<file path="src/rtl/irqm_pkg.sv">
package irqm_pkg;

    localparam int NTIMER = 4;

    typedef enum logic [1:0] {
        TM_RX_PKT  = 2'd0,
        TM_RX_ABS  = 2'd1,
        TM_TX_ABS  = 2'd2,
        TM_TX_IDLE = 2'd3
    } timer_e;

    typedef enum logic [2:0] {
        RS_MASK     = 3'd0,
        RS_RX_PKT   = 3'd1,
        RS_RX_ABS   = 3'd2,
        RS_TX_ABS   = 3'd3,
        RS_TX_IDLE  = 3'd4,
        RS_THROTTLE = 3'd5
    } reg_sel_e;

    // cause bit positions (software decodes these)
    localparam int CB_TXDW = 0;
    localparam int CB_RXT  = 1;

    // timers that reload on every event, as opposed to once per burst
    function automatic bit timer_retrig(int idx);
        return (idx == int'(TM_RX_PKT)) || (idx == int'(TM_TX_IDLE));
    endfunction

endpackage

</file>
<file path="src/rtl/irqm_delay_timer.sv">
module irqm_delay_timer #(
    parameter int TW     = 16,
    parameter bit RETRIG = 1'b1
) (
    input  logic          clk,
    input  logic          rst,
    input  logic          start,
    input  logic          cancel,
    input  logic [TW-1:0] load_val,
    output logic          fire
);
    localparam logic [TW-1:0] ONE = TW'(1);

    logic [TW-1:0] cnt;
    logic          reload;

    // a once-per-burst timer only loads when idle
    assign reload = start && (RETRIG || cnt == '0);
    assign fire   = (cnt == ONE) && !reload;

    always_ff @(posedge clk) begin
        if (rst) begin
            cnt <= '0;
        end else if (cancel) begin
            cnt <= '0;
        end else if (reload) begin
            cnt <= load_val;
        end else if (cnt != '0) begin
            cnt <= cnt - ONE;
        end
    end

    // expiry leaves the timer idle
    p_fire_idles_r3: assert property (@(posedge clk) disable iff (rst)
        fire |=> cnt == '0);

    // a reload takes the programmed delay
    p_reload_r1: assert property (@(posedge clk) disable iff (rst)
        (start && !cancel && RETRIG) |=> cnt == $past(load_val));

    // a running burst timer ignores a new start
    p_no_rearm_r2: assert property (@(posedge clk) disable iff (rst)
        (start && !cancel && !RETRIG && cnt > ONE) |=> cnt == $past(cnt) - ONE);

endmodule

</file>
<file path="src/rtl/irqm_throttle.sv">
module irqm_throttle #(
    parameter int TW          = 16,
    parameter int TICK_CYCLES = 4
) (
    input  logic          clk,
    input  logic          rst,
    input  logic          load,
    input  logic [TW-1:0] load_val,
    output logic          idle
);
    localparam int            PW      = (TICK_CYCLES > 1) ? $clog2(TICK_CYCLES) : 1;
    localparam logic [PW-1:0] PRE_TOP = PW'(TICK_CYCLES - 1);

    logic [TW-1:0] cnt;
    logic [PW-1:0] pre;

    assign idle = (cnt == '0);

    always_ff @(posedge clk) begin
        if (rst) begin
            cnt <= '0;
            pre <= '0;
        end else if (load) begin
            cnt <= load_val;
            pre <= PRE_TOP;
        end else if (cnt != '0) begin
            if (pre == '0) begin
                pre <= PRE_TOP;
                cnt <= cnt - TW'(1);
            end else begin
                pre <= pre - PW'(1);
            end
        end
    end

    // a non-zero interval makes the throttle busy
    p_load_busy_r9: assert property (@(posedge clk) disable iff (rst)
        (load && load_val != '0) |=> !idle);

endmodule

</file>
<file path="src/rtl/irqm_regs.sv">
module irqm_regs
    import irqm_pkg::*;
#(
    parameter int TW      = 16,
    parameter int CAUSE_W = 4
) (
    input  logic                         clk,
    input  logic                         rst,
    input  logic                         we,
    input  logic [2:0]                   sel,
    input  logic [TW-1:0]                wdata,
    output logic [CAUSE_W-1:0]           mask_q,
    output logic [CAUSE_W-1:0]           mask_next,
    output logic [NTIMER-1:0][TW-1:0]    dly,
    output logic [TW-1:0]                thr
);
    assign mask_next = (we && sel == RS_MASK) ? wdata[CAUSE_W-1:0] : mask_q;

    always_ff @(posedge clk) begin
        if (rst) begin
            mask_q <= '0;
            dly    <= '0;
            thr    <= '0;
        end else begin
            mask_q <= mask_next;
            if (we) begin
                case (sel)
                    RS_RX_PKT:   dly[TM_RX_PKT]  <= wdata;
                    RS_RX_ABS:   dly[TM_RX_ABS]  <= wdata;
                    RS_TX_ABS:   dly[TM_TX_ABS]  <= wdata;
                    RS_TX_IDLE:  dly[TM_TX_IDLE] <= wdata;
                    RS_THROTTLE: thr             <= wdata;
                    default: ;
                endcase
            end
        end
    end

    // a mask write is stored at its edge
    p_mask_store_r7: assert property (@(posedge clk) disable iff (rst)
        (we && sel == RS_MASK) |=> mask_q == $past(wdata[CAUSE_W-1:0]));

endmodule

</file>
<file path="src/rtl/irq_moderator.sv">
module irq_moderator
    import irqm_pkg::*;
#(
    parameter int TW          = 16,
    parameter int CAUSE_W     = 4,
    parameter int TICK_CYCLES = 4
) (
    input  logic               clk,
    input  logic               rst,
    input  logic               rx_pkt,
    input  logic               tx_done,
    input  logic [CAUSE_W-1:0] ev_post,
    input  logic               ev_now,
    input  logic               reg_we,
    input  logic [2:0]         reg_sel,
    input  logic [TW-1:0]      reg_wdata,
    input  logic               cause_rd,
    output logic [CAUSE_W-1:0] cause_rdata,
    output logic               wb_rx_req,
    output logic               wb_tx_req,
    output logic               irq
);
    logic [CAUSE_W-1:0]        mask_q, mask_next;
    logic [NTIMER-1:0][TW-1:0] dly;
    logic [TW-1:0]             thr_val;

    irqm_regs #(.TW(TW), .CAUSE_W(CAUSE_W)) u_regs (
        .clk       (clk),
        .rst       (rst),
        .we        (reg_we),
        .sel       (reg_sel),
        .wdata     (reg_wdata),
        .mask_q    (mask_q),
        .mask_next (mask_next),
        .dly       (dly),
        .thr       (thr_val)
    );

    // timer control
    logic [NTIMER-1:0] t_start, t_cancel, t_fire;
    logic rx_imm, tx_imm, post_rxt, post_txdw;

    assign rx_imm    = rx_pkt  && dly[TM_RX_PKT]  == '0;
    assign tx_imm    = tx_done && dly[TM_TX_IDLE] == '0;
    assign post_rxt  = rx_imm || t_fire[TM_RX_PKT] || t_fire[TM_RX_ABS];
    assign post_txdw = tx_imm || t_fire[TM_TX_IDLE] || t_fire[TM_TX_ABS];

    always_comb begin
        t_start[TM_RX_PKT]  = rx_pkt  && !rx_imm;
        t_start[TM_RX_ABS]  = rx_pkt  && !rx_imm && dly[TM_RX_ABS] != '0;
        t_start[TM_TX_IDLE] = tx_done && !tx_imm;
        t_start[TM_TX_ABS]  = tx_done && !tx_imm && dly[TM_TX_ABS] != '0;
        t_cancel[TM_RX_PKT]  = post_rxt;
        t_cancel[TM_RX_ABS]  = post_rxt;
        t_cancel[TM_TX_IDLE] = post_txdw;
        t_cancel[TM_TX_ABS]  = post_txdw;
    end

    for (genvar g = 0; g < NTIMER; g++) begin : g_tmr
        irqm_delay_timer #(.TW(TW), .RETRIG(timer_retrig(g))) u_tmr (
            .clk      (clk),
            .rst      (rst),
            .start    (t_start[g]),
            .cancel   (t_cancel[g]),
            .load_val (dly[g]),
            .fire     (t_fire[g])
        );
    end

    // cause collection
    logic [CAUSE_W-1:0] tbits, post_bits, pend_q, pend_d;

    always_comb begin
        tbits          = '0;
        tbits[CB_RXT]  = post_rxt;
        tbits[CB_TXDW] = post_txdw;
    end

    assign post_bits = ev_post | tbits;
    assign pend_d    = (cause_rd ? '0 : pend_q) | post_bits;

    // line decision
    logic en_d, now_d, thr_idle, irq_d, thr_load;

    assign en_d  = |(pend_d & mask_next);
    assign now_d = ev_now && (ev_post != '0);

    always_comb begin
        if (!en_d)                  irq_d = 1'b0;
        else if (irq)               irq_d = 1'b1;
        else if (thr_idle || now_d) irq_d = 1'b1;
        else                        irq_d = 1'b0;
    end

    assign thr_load = irq_d && !irq;

    irqm_throttle #(.TW(TW), .TICK_CYCLES(TICK_CYCLES)) u_thr (
        .clk      (clk),
        .rst      (rst),
        .load     (thr_load),
        .load_val (thr_val),
        .idle     (thr_idle)
    );

    always_ff @(posedge clk) begin
        if (rst) begin
            pend_q    <= '0;
            irq       <= 1'b0;
            wb_rx_req <= 1'b0;
            wb_tx_req <= 1'b0;
        end else begin
            pend_q    <= pend_d;
            irq       <= irq_d;
            wb_rx_req <= post_rxt;
            wb_tx_req <= post_txdw;
        end
    end

    assign cause_rdata = pend_q;

    // line only with an enabled pending cause
    p_irq_enabled_r6: assert property (@(posedge clk) disable iff (rst)
        irq |-> (cause_rdata & mask_q) != '0);

    // a rise needs an idle throttle or an urgent post
    p_rise_gate_r9: assert property (@(posedge clk) disable iff (rst)
        $rose(irq) |-> ($past(thr_idle) || $past(ev_now)));

    // a receive flush always carries its cause
    p_wb_rx_cause_r1: assert property (@(posedge clk) disable iff (rst)
        wb_rx_req |-> cause_rdata[CB_RXT]);

    // a transmit flush always carries its cause
    p_wb_tx_cause_r4: assert property (@(posedge clk) disable iff (rst)
        wb_tx_req |-> cause_rdata[CB_TXDW]);

    // a read with nothing posted empties the causes
    p_read_clears_r8: assert property (@(posedge clk) disable iff (rst)
        (cause_rd && post_bits == '0) |=> (cause_rdata == '0 && !irq));

endmodule

</file>
<file path="config.mk">
export PLATFORM = sky130hd
export DESIGN_NAME = irq_moderator
export DESIGN_NICKNAME = d
export VERILOG_FILES = /design/src/rtl/irqm_pkg.sv /design/src/rtl/irqm_delay_timer.sv /design/src/rtl/irqm_throttle.sv /design/src/rtl/irqm_regs.sv /design/src/rtl/irq_moderator.sv
export SDC_FILE = /design/constraint.sdc
export NUM_CORES = 1
export LEC_CHECK = 0
export ABC_AREA = 1
export BUFFER_PORTS_ARGS = -buffer_cell sky130_fd_sc_hd__buf_2
export CAP_MARGIN = 10
export CORE_UTILIZATION = 50
export CTS_CLUSTER_SIZE = 10
export DETAILED_ROUTE_END_ITERATION = 7
export PLACE_DENSITY = 0.67
export SLEW_MARGIN = 10
export SYNTH_ARGS = -nofsm -noshare
export SYNTH_HDL_FRONTEND = slang
export SYNTH_HIERARCHICAL = 1
export SYNTH_SLANG_ARGS = --single-unit
</file>
<file path="constraint.sdc">
create_clock -name clk -period 2.9 [get_ports clk]
set_input_delay 0.58 -clock clk [delete_from_list [all_inputs] [get_ports clk]]
set_output_delay 0.58 -clock clk [all_outputs]
set_load 0.005 [all_outputs]
</file>
==> impl_metrics.json <==
{
  "status": "complete, no violations",
  "synth_edf_count": 0,
  "report.final.slew_viol_count": 0,
  "finalCriticalPeriod_ns": 2.75,
  "setup_violations": 0,
  "cpMostUsedCell": "nand2_2",
  "synth_cell_types": 43,
  "finClkSkew_ns": 0.0105,
  "setup_ws_ns": 0.154,
  "synth_compound_area_share_pct": 5.75,
  "die_w_um": 140,
  "synth_fa_ha_area_share_pct": 1.31,
  "row_count": 50,
  "clockBufferDepth": 2,
  "grt_max_degree": 50,
  "arrival_ns": 3.07,
  "setup_tns_ns": 0,
  "cts_root_buf": "clkbuf_16",
  "grt_pass1_vias": 8439,
  "dr.pass1.iters": 5,
  "drv_cap": 0,
  "final_cells": 1764,
  "top_level_ports": 37,
  "critPathKind": "reg -> reg",
  "slew_headroom_pct": 55.9,
  "dp_hpwl_um": 17600,
  "worst_pin_slew_ns": 0.661,
  "synthCells": 1471,
  "ys.flop_type": "dfxtp_1",
  "ant_nets": 0,
  "drt-total-wl_um": 24200,
  "cts_buffers": 17,
  "slowest_stage": "or2_2",
  "postLayoutCoreUtil_pct": 57.8,
  "cp.required_ns": 3.22,
  "nNetsFinal": 1557,
  "cts_tree": "yes",
  "wire_per_inst_um": 13.7,
  "ir_drop_v": 0.000552,
  "cts_sinks": 173,
  "post-place-ws_ns": -0.122,
  "layout_commonest_cell": "nand2_1",
  "yosysSeqAreaShare_pct": 36.2,
  "synthArstFlopShare_pct": 0,
  "yosys.area_share.simple_pct": 46.3,
  "worst_hold_path_type": "in -> reg",
  "start_util_pct": 51.0,
  "vias_per_cell": 5.14,
  "mostFrequentLayoutCells": "nand2_1, nor2_1, dfxtp_1",
  "hold_viol_final": 0,
  "grt_pass1_wl_um": 39900,
  "crit_path_end_kind": "flop",
  "die_h_um": 140,
  "synth_top_family_by_area": "simple AND/OR/NAND/NOR gates",
  "dpl.cell_count": 1730,
  "coreArea_um2": 18800,
  "port_buffers": 36,
  "antenna_found_initial": 0,
  "area_growth_pct": 13.3,
  "crit_path_start_kind": "flop",
  "first_iter_violations": 650,
  "stdcell_area_um2": 10800,
  "cp_num_buf_inv": 3,
  "path_clk_slew_ns": 0.07,
  "p_leak_nw": 5.08,
  "grtUsageTotal_pct": 25.4,
  "num_antenna_cells": 0,
  "layout-drive-gt1-share_pct": 15.4,
  "synthXorXnorAreaFrac_pct": 2.65,
  "clk_latency_ns": 0.43,
  "place_congestion": 0.855,
  "worst_path_dominant_cell_family": "simple AND/OR/NAND/NOR gates",
  "fin_crit_sh_pct": 94.7,
  "max_freq_mhz": 364,
  "syn_nets": 1511,
  "crit_path_max_incr_delay_ns": 0.34,
  "grt-ovfl-total": 0,
  "h-tree-depth": 4,
  "path_cells": "inv_1, ha_1, nand2_2, nor2_8, nand3_4, clkinv_2, nor3b_2, nor2_2, nand3_2, nand2_2, nand3_2, nand2_2, nor2_4, or2_2, nand2_8, inv_8, o21ai_0, nor2_1",
  "power_density_nw_per_um2": 1140,
  "synth.mux.area_fraction_pct": 0,
  "synth_seq_cells": 173,
  "placed_area_um2": 10100,
  "yosysWarnings": 6,
  "synth_area_um2": 9580,
  "die-area_um2": 19700,
  "vias": 9073,
  "crit_fanout": 14,
  "syn_area_per_cell_um2": 6.51,
  "drc": 0
}
-- sequential cells by signal, indices dropped and copies added, names as in the netlist --
name,flops
u_thr/cnt,16
irq,1
cause_rdata,4
g_tmr.u_tmr/cnt,64
u_regs/dly,64
u_regs/thr,16
wb_rx_req,1
u_thr/pre,2
u_regs/mask_q,4
wb_tx_req,1
-- synthesized netlist by cell type, drive strengths merged (11+ instances only) --
library cell	n	share of area, %
nor3	19	1.2
inv	132	5.2
nand4	20	1.3
dfxtp	173	36
nor2	366	17
xor2	21	1.9
nand3	128	7.8
o21ai	33	1.7
buf	31	1.9
a21oi	50	2.9
clkbuf	11	0.44
nand2	428	18
-- path summary, 6_finish.rpt --
kind	startpoint	to	slack (ns)	cells past startpoint
max	g_tmr[1].u_tmr/cnt[0]$_SDFFE_PP0P_	u_thr/cnt[5]$_SDFFE_PP0P_	0.15	18
min	ev_post[2]	cause_rdata[2]$_SDFF_PP0_	0.39	3
min reg2reg	u_thr/pre[1]$_SDFFE_PP0P_	u_thr/pre[1]$_SDFFE_PP0P_	0.47	2
max reg2reg	g_tmr[1].u_tmr/cnt[0]$_SDFFE_PP0P_	u_thr/cnt[5]$_SDFFE_PP0P_	0.15	18
-- layout make-up --
type | instances | area, µm²
clock buffers | 19 | 443
clock inverters | 13 | 203
fillers | 1850 | 7920
inverters | 138 | 531
multi-input cells | 1118 | 5470
flip-flops and latches | 173 | 3460
well taps | 234 | 293
repair buffers | 69 | 440
-- where the power goes --
group	switching, mW	total, mW	internal, mW
Sequential	0.435	3.31	2.87
Clock	1.01	2.50	1.49
Combinational	4.24	6.54	2.30
Total	5.69	12.4	6.66
-- metal layers --
layer / global-route usage, % / up-vias / share of wire, %
li1: - / 4716 / -
met1: 32.4 / 4110 / 45
met2: 44.4 / 220 / 48
met3: 4.00 / 27 / 5.0
met4: 7.06 / 0 / 1.4
met5: 0 / - / 0
-- what timing repair did --
item | in CTS | in global routing
gates cloned | 0 | 0
hold buffers | 0 | 0
setup endpoints to repair | 16 | 16
buffers inserted | 0 | 2
resized for setup | 6 | 19
pin swaps | 0 | 5
-- logic make-up (layout without fill, tap and decap cells) --
group	after synthesis	count (layout)
DFF	173	173
buffers and inverters	180	239
xor gates and xnor gates	29	29
and+or+nand+nor	982	982
adders and majority gates	10	10
AOI/OAI and AO/OA	97	97
-- per-stage QoR --
stage               power, mW  hold WS (ns)
global route             13.4         0.412
finish                   12.4         0.394
floorplan                8.44         0.439
global placement         9.58         0.450
detailed placement       9.66         0.453
CTS                      12.2         0.388
-- tightest hold or removal path: cells and delay by family --
family          cells  cell delay (ns)
compound gates      1             0.05
buf+inv             1             0.09
simple gates        1             0.07
Note: power is estimated with default switching activity, not from simulation.
